`config.mk`:
```
export PLATFORM = sky130hd
export DESIGN_NAME = xfp_gate
export DESIGN_NICKNAME = d
export VERILOG_FILES = /design/src/rtl/xfp_pkg.sv /design/src/rtl/xfp_entry_bank.sv /design/src/rtl/xfp_stamp_bank.sv /design/src/rtl/xfp_gate.sv
export SDC_FILE = /design/constraint.sdc
export NUM_CORES = 2
export LEC_CHECK = 0
export ABC_AREA = 1
export ABC_CLOCK_PERIOD_IN_PS = 7850
export BUFFER_PORTS_ARGS = -buffer_cell sky130_fd_sc_hd__buf_2
export CAP_MARGIN = 10
export CORE_MARGIN = 5
export CORE_UTILIZATION = 65
export CTS_CLUSTER_SIZE = 12
export DETAILED_ROUTE_END_ITERATION = 6
export PLACE_DENSITY = 0.83
export SLEW_MARGIN = 40
export SYNTH_ARGS = -nofsm -noshare
export SYNTH_HDL_FRONTEND = slang
export SYNTH_SLANG_ARGS = --single-unit
```
`constraint.sdc`:
```
create_clock -name clk -period 7.85 [get_ports clk]
set_input_delay 1.1775 -clock clk [delete_from_list [all_inputs] [get_ports clk]]
set_output_delay 1.1775 -clock clk [all_outputs]
set_load 0.03 [all_outputs]
```
`src/rtl/xfp_pkg.sv`:
```
package xfp_pkg;

    localparam int LADDR_W = 32;
    localparam int OFF_W   = 12;
    localparam int VPN_W   = LADDR_W - OFF_W;
    localparam int HPN_W   = 20;
    localparam int HADDR_W = HPN_W + OFF_W;

    typedef enum logic [1:0] {
        KIND_READ  = 2'd0,
        KIND_WRITE = 2'd1,
        KIND_RMW   = 2'd2,
        KIND_RSVD  = 2'd3
    } xfp_kind_e;

    typedef enum logic [1:0] {
        SZ_1 = 2'd0,
        SZ_2 = 2'd1,
        SZ_4 = 2'd2,
        SZ_8 = 2'd3
    } xfp_size_e;

    // True when an access of the given size starting at off stays in its page.
    function automatic logic fits_page(input logic [OFF_W-1:0] off, input logic [1:0] sz);
        logic ok;
        case (xfp_size_e'(sz))
            SZ_1:    ok = 1'b1;
            SZ_2:    ok = (off <= 12'hFFE);
            SZ_4:    ok = (off <= 12'hFFC);
            default: ok = (off <= 12'hFF8);
        endcase
        return ok;
    endfunction

endpackage

```
`src/rtl/xfp_entry_bank.sv`:
```
module xfp_entry_bank #(
    parameter int IDX_W = 4,
    parameter int PPN_W = 6
) (
    input  logic                      clk,
    input  logic                      rst_n,
    input  logic                      wr_en,
    input  logic [xfp_pkg::VPN_W-1:0] wr_vpn,
    input  logic [xfp_pkg::HPN_W-1:0] wr_hpn,
    input  logic [3:0]                wr_mask,
    input  logic [PPN_W-1:0]          wr_ppn,
    input  logic [IDX_W-1:0]          rd_idx,
    output logic                      rd_valid,
    output logic [xfp_pkg::VPN_W-1:0] rd_vpn,
    output logic [xfp_pkg::HPN_W-1:0] rd_hpn,
    output logic [3:0]                rd_mask,
    output logic [PPN_W-1:0]          rd_ppn
);
    import xfp_pkg::*;

    localparam int NENT = 1 << IDX_W;

    typedef struct packed {
        logic             valid;
        logic [VPN_W-1:0] vpn;
        logic [HPN_W-1:0] hpn;
        logic [3:0]       mask;
        logic [PPN_W-1:0] ppn;
    } ent_t;

    ent_t ent_all [NENT];

    logic [IDX_W-1:0] wr_idx;
    assign wr_idx = wr_vpn[IDX_W-1:0];

    for (genvar e = 0; e < NENT; e++) begin : g_ent
        ent_t ent_d, ent_q;

        always_comb begin
            ent_d = ent_q;
            if (wr_en && (wr_idx == IDX_W'(e))) begin
                ent_d.valid = 1'b1;
                ent_d.vpn   = wr_vpn;
                ent_d.hpn   = wr_hpn;
                ent_d.mask  = wr_mask;
                ent_d.ppn   = wr_ppn;
            end
        end

        always_ff @(posedge clk) begin
            if (!rst_n) ent_q <= '0;
            else        ent_q <= ent_d;
        end

        assign ent_all[e] = ent_q;
    end

    ent_t rd_ent;
    assign rd_ent   = ent_all[rd_idx];
    assign rd_valid = rd_ent.valid;
    assign rd_vpn   = rd_ent.vpn;
    assign rd_hpn   = rd_ent.hpn;
    assign rd_mask  = rd_ent.mask;
    assign rd_ppn   = rd_ent.ppn;

endmodule

```
`src/rtl/xfp_stamp_bank.sv`:
```
module xfp_stamp_bank #(
    parameter int PPN_W   = 6,
    parameter int STAMP_W = 8
) (
    input  logic               clk,
    input  logic               rst_n,
    input  logic [PPN_W-1:0]   rd_ppn,
    output logic [STAMP_W-1:0] rd_stamp,
    input  logic               dec_en,
    input  logic [PPN_W-1:0]   dec_ppn,
    input  logic               ld_en,
    input  logic [PPN_W-1:0]   ld_ppn,
    input  logic [STAMP_W-1:0] ld_val
);
    localparam int NPAGE = 1 << PPN_W;

    logic [STAMP_W-1:0] stamp_d [NPAGE];
    logic [STAMP_W-1:0] stamp_q [NPAGE];

    always_comb begin
        for (int p = 0; p < NPAGE; p++) stamp_d[p] = stamp_q[p];
        if (dec_en) stamp_d[dec_ppn] = stamp_q[dec_ppn] - STAMP_W'(1);
        // A load issued in the same cycle is applied last and wins.
        if (ld_en)  stamp_d[ld_ppn]  = ld_val;
    end

    always_ff @(posedge clk) begin
        for (int p = 0; p < NPAGE; p++) begin
            if (!rst_n) stamp_q[p] <= '0;
            else        stamp_q[p] <= stamp_d[p];
        end
    end

    assign rd_stamp = stamp_q[rd_ppn];

endmodule

```
`src/rtl/xfp_gate.sv`:
```
module xfp_gate #(
    parameter int IDX_W   = 4,
    parameter int PPN_W   = 6,
    parameter int STAMP_W = 8
) (
    input  logic               clk,
    input  logic               rst_n,
    input  logic               req_valid,
    input  logic [31:0]        req_laddr,
    input  logic [1:0]         req_len,
    input  logic [1:0]         req_kind,
    input  logic [1:0]         req_cpl,
    input  logic               fill_valid,
    input  logic [19:0]        fill_vpage,
    input  logic [19:0]        fill_hpage,
    input  logic [3:0]         fill_mask,
    input  logic [PPN_W-1:0]   fill_ppn,
    input  logic               stamp_load,
    input  logic [PPN_W-1:0]   stamp_ppn,
    input  logic [STAMP_W-1:0] stamp_val,
    output logic               hit_valid,
    output logic [31:0]        hit_haddr,
    output logic               miss_valid,
    output logic [31:0]        miss_laddr,
    output logic [1:0]         miss_len,
    output logic [1:0]         miss_kind,
    output logic               miss_pl,
    output logic [31:0]        rmw_addr
);
    import xfp_pkg::*;

    typedef struct packed {
        logic               hit;
        logic [HADDR_W-1:0] haddr;
        logic               miss;
        logic [LADDR_W-1:0] m_laddr;
        logic [1:0]         m_len;
        logic [1:0]         m_kind;
        logic               m_pl;
        logic [HADDR_W-1:0] rmw;
    } out_t;

    out_t out_d, out_q;

    // Request decode
    logic [OFF_W-1:0] req_off;
    logic [VPN_W-1:0] req_vpn;
    logic [IDX_W-1:0] req_idx;
    logic             pl;
    logic             is_wr;
    assign req_off = req_laddr[OFF_W-1:0];
    assign req_vpn = req_laddr[LADDR_W-1:OFF_W];
    assign req_idx = req_vpn[IDX_W-1:0];
    assign pl      = (req_cpl == 2'd3);
    assign is_wr   = (xfp_kind_e'(req_kind) != KIND_READ);

    // Entry lookup
    logic             e_valid;
    logic [VPN_W-1:0] e_vpn;
    logic [HPN_W-1:0] e_hpn;
    logic [3:0]       e_mask;
    logic [PPN_W-1:0] e_ppn;

    xfp_entry_bank #(.IDX_W(IDX_W), .PPN_W(PPN_W)) u_entries (
        .clk      (clk),
        .rst_n    (rst_n),
        .wr_en    (fill_valid),
        .wr_vpn   (fill_vpage),
        .wr_hpn   (fill_hpage),
        .wr_mask  (fill_mask),
        .wr_ppn   (fill_ppn),
        .rd_idx   (req_idx),
        .rd_valid (e_valid),
        .rd_vpn   (e_vpn),
        .rd_hpn   (e_hpn),
        .rd_mask  (e_mask),
        .rd_ppn   (e_ppn)
    );

    // Write stamps
    logic [STAMP_W-1:0] cur_stamp;
    logic               dec_en;

    xfp_stamp_bank #(.PPN_W(PPN_W), .STAMP_W(STAMP_W)) u_stamps (
        .clk      (clk),
        .rst_n    (rst_n),
        .rd_ppn   (e_ppn),
        .rd_stamp (cur_stamp),
        .dec_en   (dec_en),
        .dec_ppn  (e_ppn),
        .ld_en    (stamp_load),
        .ld_ppn   (stamp_ppn),
        .ld_val   (stamp_val)
    );

    // Fast-path decision
    logic tag_ok, in_page, perm_ok, host_ok, stamp_ok, fast;

    always_comb begin
        tag_ok   = e_valid && (e_vpn == req_vpn);
        in_page  = fits_page(req_off, req_len);
        perm_ok  = e_mask[{is_wr, pl}];
        host_ok  = (e_hpn != '0);
        stamp_ok = !is_wr || (cur_stamp != '0);
        fast     = tag_ok && in_page && perm_ok && host_ok && stamp_ok;
        dec_en   = req_valid && fast && is_wr;
    end

    always_comb begin
        out_d      = out_q;
        out_d.hit  = req_valid && fast;
        out_d.miss = req_valid && !fast;
        if (req_valid && fast) begin
            out_d.haddr = {e_hpn, req_off};
            if (xfp_kind_e'(req_kind) == KIND_RMW) out_d.rmw = {e_hpn, req_off};
        end
        if (req_valid && !fast) begin
            out_d.m_laddr = req_laddr;
            out_d.m_len   = req_len;
            out_d.m_kind  = req_kind;
            out_d.m_pl    = pl;
        end
    end

    always_ff @(posedge clk) begin
        if (!rst_n) out_q <= '0;
        else        out_q <= out_d;
    end

    assign hit_valid  = out_q.hit;
    assign hit_haddr  = out_q.haddr;
    assign miss_valid = out_q.miss;
    assign miss_laddr = out_q.m_laddr;
    assign miss_len   = out_q.m_len;
    assign miss_kind  = out_q.m_kind;
    assign miss_pl    = out_q.m_pl;
    assign rmw_addr   = out_q.rmw;

endmodule

```
Word-level counts from Yosys, hierarchy flattened
Memory sizes are Yosys's and may differ from the RTL's.
Index checks and enable logic that the tools add are counted.
Cells by class
  eq/ne operators: 20
  $lt $le $gt $ge: 9
  mux-type cells: 80
  add/subtract/negate cells: 1
  reduce and logical (&&, ||, !) cells: 35
  bitwise logic cells: 67
Operators by type and width (count)
  $bwmux 512: 2
  $mux 512: 2
  $mux 8: 66
  $bmux 51 s4: 1
  $mux 51: 2
  $demux 8 s6: 2
  $or 1x1->1: 64
  $le 12x12->1 const B: 3
  $eq 4x4->1 const B: 8
  $logic_and 1x1->1: 26
  $eq 20x20->1: 1
  $reduce_bool 20->1: 1
  $eq 4x3->1 const B: 4
  $ge 7x7->1 const B: 2
  $lt 7x1->1 const B: 2
  $not 6->7: 2
  $eq 4x2->1 const B: 2
  $reduce_bool 8->1: 1
  $sub 8x1->8 const B: 1
  $eq 2x2->1 const B: 3
  $ge 5x5->1 const B: 1
  $not 4->5: 1
  $eq 4x1->1 const B: 1
  $logic_not 4->1: 1
  other kinds (10): 13
Word-level totals
  memories: 1
  RAM bits: 512
  input port bits: 107
  output and inout bits: 103
  register bits: 919
  logic and storage cells: 301
Memories
  u_stamps.stamp_q: words 64, bits a word 8, rd ports 65, clocked after memory_dff 0, write ports 64, line xfp_stamp_bank.sv:18  | logic [STAMP_W-1:0] stamp_q [NPAGE];

Depth between registers and ports, before layout
  word-level depth: 16
  mapped depth: 36
  gate-level depth less buffers: 30

Hierarchy
Synthesis repeated with hierarchy kept, for this count alone.
Unflattened totals
  cell total of the unflattened synthesis: 11949
  area total of the unflattened synthesis: 75503.7 um2
By module, submodules not included
  xfp_entry_bank: area each 36521.3 um2, sequential area each 16335.7 um2, times used 1, cells an instance 5538
  xfp_stamp_bank: area each 33618.5 um2, sequential area each 10249.8 um2, times used 1, cells an instance 5508
  xfp_gate: area each 5363.9 um2, sequential area each 2062.0 um2, times used 1, cells an instance 903

Worst setup path after synthesis
OpenSTA, ideal clock, no wires.
  kind: input to register
  start: input port req_laddr[13]
  end: memory u_stamps.stamp_q[9][6]
  buffers on the path: 10
  library setup time: 0.117 ns
  arrival: 5.018 ns
  setup slack: 2.715 ns
  required time: 7.733 ns
  stages on the path: 33
  path through: buf_2 > inv_2 > buf_2 > nand3_1 > nand3_1 > nand3_1 > nand2_2 > inv_2 > buf_2 > buf_2 > buf_2 > nand2_1 > a21oi_1 > o21ai_1 > nand2_1 > inv_2 > nand2_1 > nor2_1 > buf_2 > buf_1 > ha_1 > nand3_1 > nor2_2 > nand3_2 > nand4_2 > buf_6 > nor2_8 > buf_6 > buf_6 > nand3_1 > nand2_1 > nor2_1 > nor2_1
RTL lines
  from (decl): line xfp_gate.sv:9  | input logic [31:0] req_laddr,
  to (decl): line xfp_stamp_bank.sv:18

Worst setup path in the final report
  start: input port req_laddr[12]
  end: register out_q (netlist bit rmw_addr[16])
Between the ends
  word-level cells in the longest chain between the ends: 12
  elaborated cells between the ends (all ways): 18
  those cells by class: eq/ne: 1; mux: 5; bitwise: 1; reduce/logical: 10; memory: 1
RTL lines
  branches (longest 12 deep; another with $mem_v2 64x8)
  to (signal assigned): line xfp_gate.sv:127  | else out_q <= out_d;
  to (decl): line xfp_gate.sv:43  | out_t out_d, out_q;
Several ways; the timed one is not identified. The select of a mux whose other input is x is not followed.
A chain may end at the register's enable or synchronous reset.

==> impl_metrics.ini <==
[worst_setup_path]
cp-startpoint = req_laddr[12]
worstSetupPathType = input port to flop
arrival_ns = 7.17
cp_max_fo = 72
reg2regPathDepth = 24
crit_path_start_kind = input port
endpoint_kind = flop
reg2reg_from = u_entries.ent_all[663]
r2r_setup_slack_ns = 2.07
crit_required_ns = 8.46

[detailed_routing]
first_pass_iters = 7
routed_wl_um = 255000
viasPerCell = 6.19
final_antenna_net_count = 0
avgRoutedWirePerCell_um = 20.5
drtIter0Drc = 10900
vias = 77000
drc = 30

[die]
boundaryPins = 210
std_cell_rows = 123
dieHeight_um = 345
die_w_um = 345
coreArea_mm2 = 0.112
start_util_pct = 65.1
die-area_mm2 = 0.119

[global_route]
met1_usage_pct = 51.2
grt_max_degree = 195
gr-usage-met2_pct = 62.3
top_usage_layer = met2
use_met3_pct = 9.46
grt-ovfl-total = 0
grt_pass1_vias = 69800
grt_pass1_wl_um = 390000
grt_antenna_before_repair = 19
grt_usage_pct = 40.0

[final_layout]
nFillCells = 9589
final_core_util_pct = 69.9
area_growth_pct = 7.36
drive_gt1_share_pct = 6.30
fin_nets = 10900
instances_no_fill = 12400

[hold_path]
hp-class = flop to flop
worstHoldStart = u_entries.ent_all[285]
hold_depth = 2

[synth]
synth_area_mm2 = 0.0730
ys_seq_elements = 1431
ys_seq_area_share_pct = 39.3
synth_nets = 11400
synth-main-ff-cell = dfxtp_1
synth_area_leaders = dfxtp_1, o21ai_0, nor2_1
synth_edf_count = 0
post_synth.cell_area_avg_um2 = 6.44
synth_top_area_share_pct = 39.3
synth_cell_types = 50
yosysWarnings = 0
async_reset_ff_share_pct = 0
synthCells = 11300
synth_area_leader_cell = dfxtp_1

[pwr]
seqPwrFrac_pct = 44.5
p_int_uw = 11900
leakagePower_uw = 0.0341
power_density_mw_per_mm2 = 213
p_total_uw = 16700
comb_power_share_pct = 12.9
p_sw_uw = 4810
power_frac_clock_pct = 42.6
power.share.switching_pct = 28.9
vdd_ir_drop_max_v = 0.000188

[sta]
fmax_mhz = 152
finalMaxSlewViolations = 0
tightest_slew_ns = 0.960
rsz0062_at_grt = false
skew_ns = 0.0243
setup_slack_ns = 1.29
setup-tns-final_ns = 0
slew_headroom_pct = 36.0
period_needed_ns = 6.56
final-setup-viol-count = 0
finalCritPeriodShare_pct = 83.6
hold_violations = 0

[status]
violations = design-rule violations
outcome = finished, violations left

[flow_run]
cap_viol_max_count = 0

[cts]
clock_latency_ns = 0.78
postCtsSetupBuffers = 0
ctsResizeCount = 0
clkSinkCount = 1431
cts_root_buf = clkbuf_16
cts_tree = built
cts_buffer_depth = 3
cts-htree-levels = 4
postCtsHoldBufs = 0
cts_made_buffers = 152
clkSlewWorstSetupHoldPaths_ns = 0.06

[placement]
numPortBuffers = 209
gp_congestion = 1.00
pre_cts_slack_ns = 0.803
dpl.hpwl_um = 144000
dp_cells = 12200
kinds of logic (layout without fill, tap and decap cells):
kind of cell | after synthesis | count (layout) | share of synthesized area, %
buf+inv | 1860 | 1468 | 10.6
fa+ha+maj | 1 | 1 | 0.0171
compound gates | 3056 | 3056 | 22.5
flops | 1431 | 1431 | 39.3
xor+xnor | 16 | 16 | 0.192
simple gates | 4964 | 4964 | 27.4
other cells | 0 | 11 | 0
sequential cells by signal (all words and copies together), names as in the netlist:
name / count
u_entries.ent_all: 816
u_stamps.stamp_q: 512
hit_haddr: 32
miss_laddr: 32
rmw_addr: 32
miss_kind: 2
miss_len: 2
hit_valid: 1
miss_pl: 1
miss_valid: 1
synthesized netlist by cell type (2+ instances only):
cell and count:
a211oi_1 11, a21boi_0 124, a21boi_1 100, a21o_1 2, a21oi_1 848, a221o_1 2, buf_1 54, buf_2 204
buf_4 60, buf_6 34, clkbuf_1 669, clkinv_1 5, dfxtp_1 1431, inv_1 819, inv_2 14, nand2_1 1899
nand2_2 5, nand3_1 927, nand3_2 3, nand4_1 18, nor2_1 2051, nor2_2 8, nor3_1 35, nor4_1 2
o211ai_1 165, o21ai_0 1665, o21ai_1 98, o21bai_1 8, o221ai_1 16, o22ai_1 4, o311ai_0 5, o311ai_1 2
or2_2 9, xnor2_1 10, xor2_1 6
metal layers:
metal	vias up	part of all wire [%]
li1	35800	-
met1	35200	38
met2	4963	44
met3	1076	13
met4	4	5.8
met5	-	0.0082
path summary, 6_finish.rpt:
check / endpoint
max: rmw_addr[16]
min: u_entries.ent_all[285]
min reg2reg: u_entries.ent_all[285]
max reg2reg: rmw_addr[16]
placed cells by master (no fill, tap or decap), types with 154 or more instances in the layout:
master,n
nand2_1,1897
dfxtp_1,1431
clkbuf_16,154
a21oi_1,848
o211ai_1,165
nand3_1,924
o21ai_0,1665
buf_2,205
nor2_1,2020
inv_1,804
worst max-delay path: stages:
cell and delay [ns]:
buf_8 0.34, inv_6 0.30, nand2_1 0.15, nand3_1 0.08, nand3_1 0.16, nand3_4 0.13
nand2_8 0.45, buf_4 0.56, o21ai_0 0.16, nand2_1 0.11, a21oi_1 0.07, o21ai_1 0.39
nand2_1 0.12, inv_2 0.06, nand2_1 0.08, nor2_4 0.10, ha_1 0.28, nand3_1 0.12
nor2_2 0.21, nand4_1 0.44, nand3_2 0.17, buf_4 0.43, nor2_1 0.07, nand2_1 0.59
a21oi_1 0.19
power by group through the flow:
stage	Sequential [uW]	Combinational (uW)	Clock, uW
6_report	7430	2150	7110
3_5_place_dp	7590	2030	0
2_1_floorplan	7600	1270	0
5_1_grt	7440	2230	7410
4_1_cts	7430	2040	7120
3_3_place_gp	7590	1990	0
per-stage QoR:
step,hold WS [ns],area [um^2]
2_1_floorplan,0.411,73000
3_3_place_gp,0.417,73100
3_5_place_dp,0.421,73400
4_1_cts,0.429,78200
5_1_grt,0.448,78300
6_report,0.429,78300
final cells by class:
| cell class | count | area [um^2] | area share [%] |
|---|---|---|---|
| multi-input combinational | 8037 | 36900 | 47.1 |
| sequential | 1431 | 28600 | 36.6 |
| clock buffer | 227 | 4420 | 5.64 |
| inverter | 839 | 3170 | 4.04 |
| timing repair buffer | 378 | 2890 | 3.69 |
| tap | 1500 | 1880 | 2.40 |
| clock inverter | 24 | 402 | 0.513 |
| antenna | 11 | 27.5 | 0.0351 |
(Power assumes the default switching activity.)
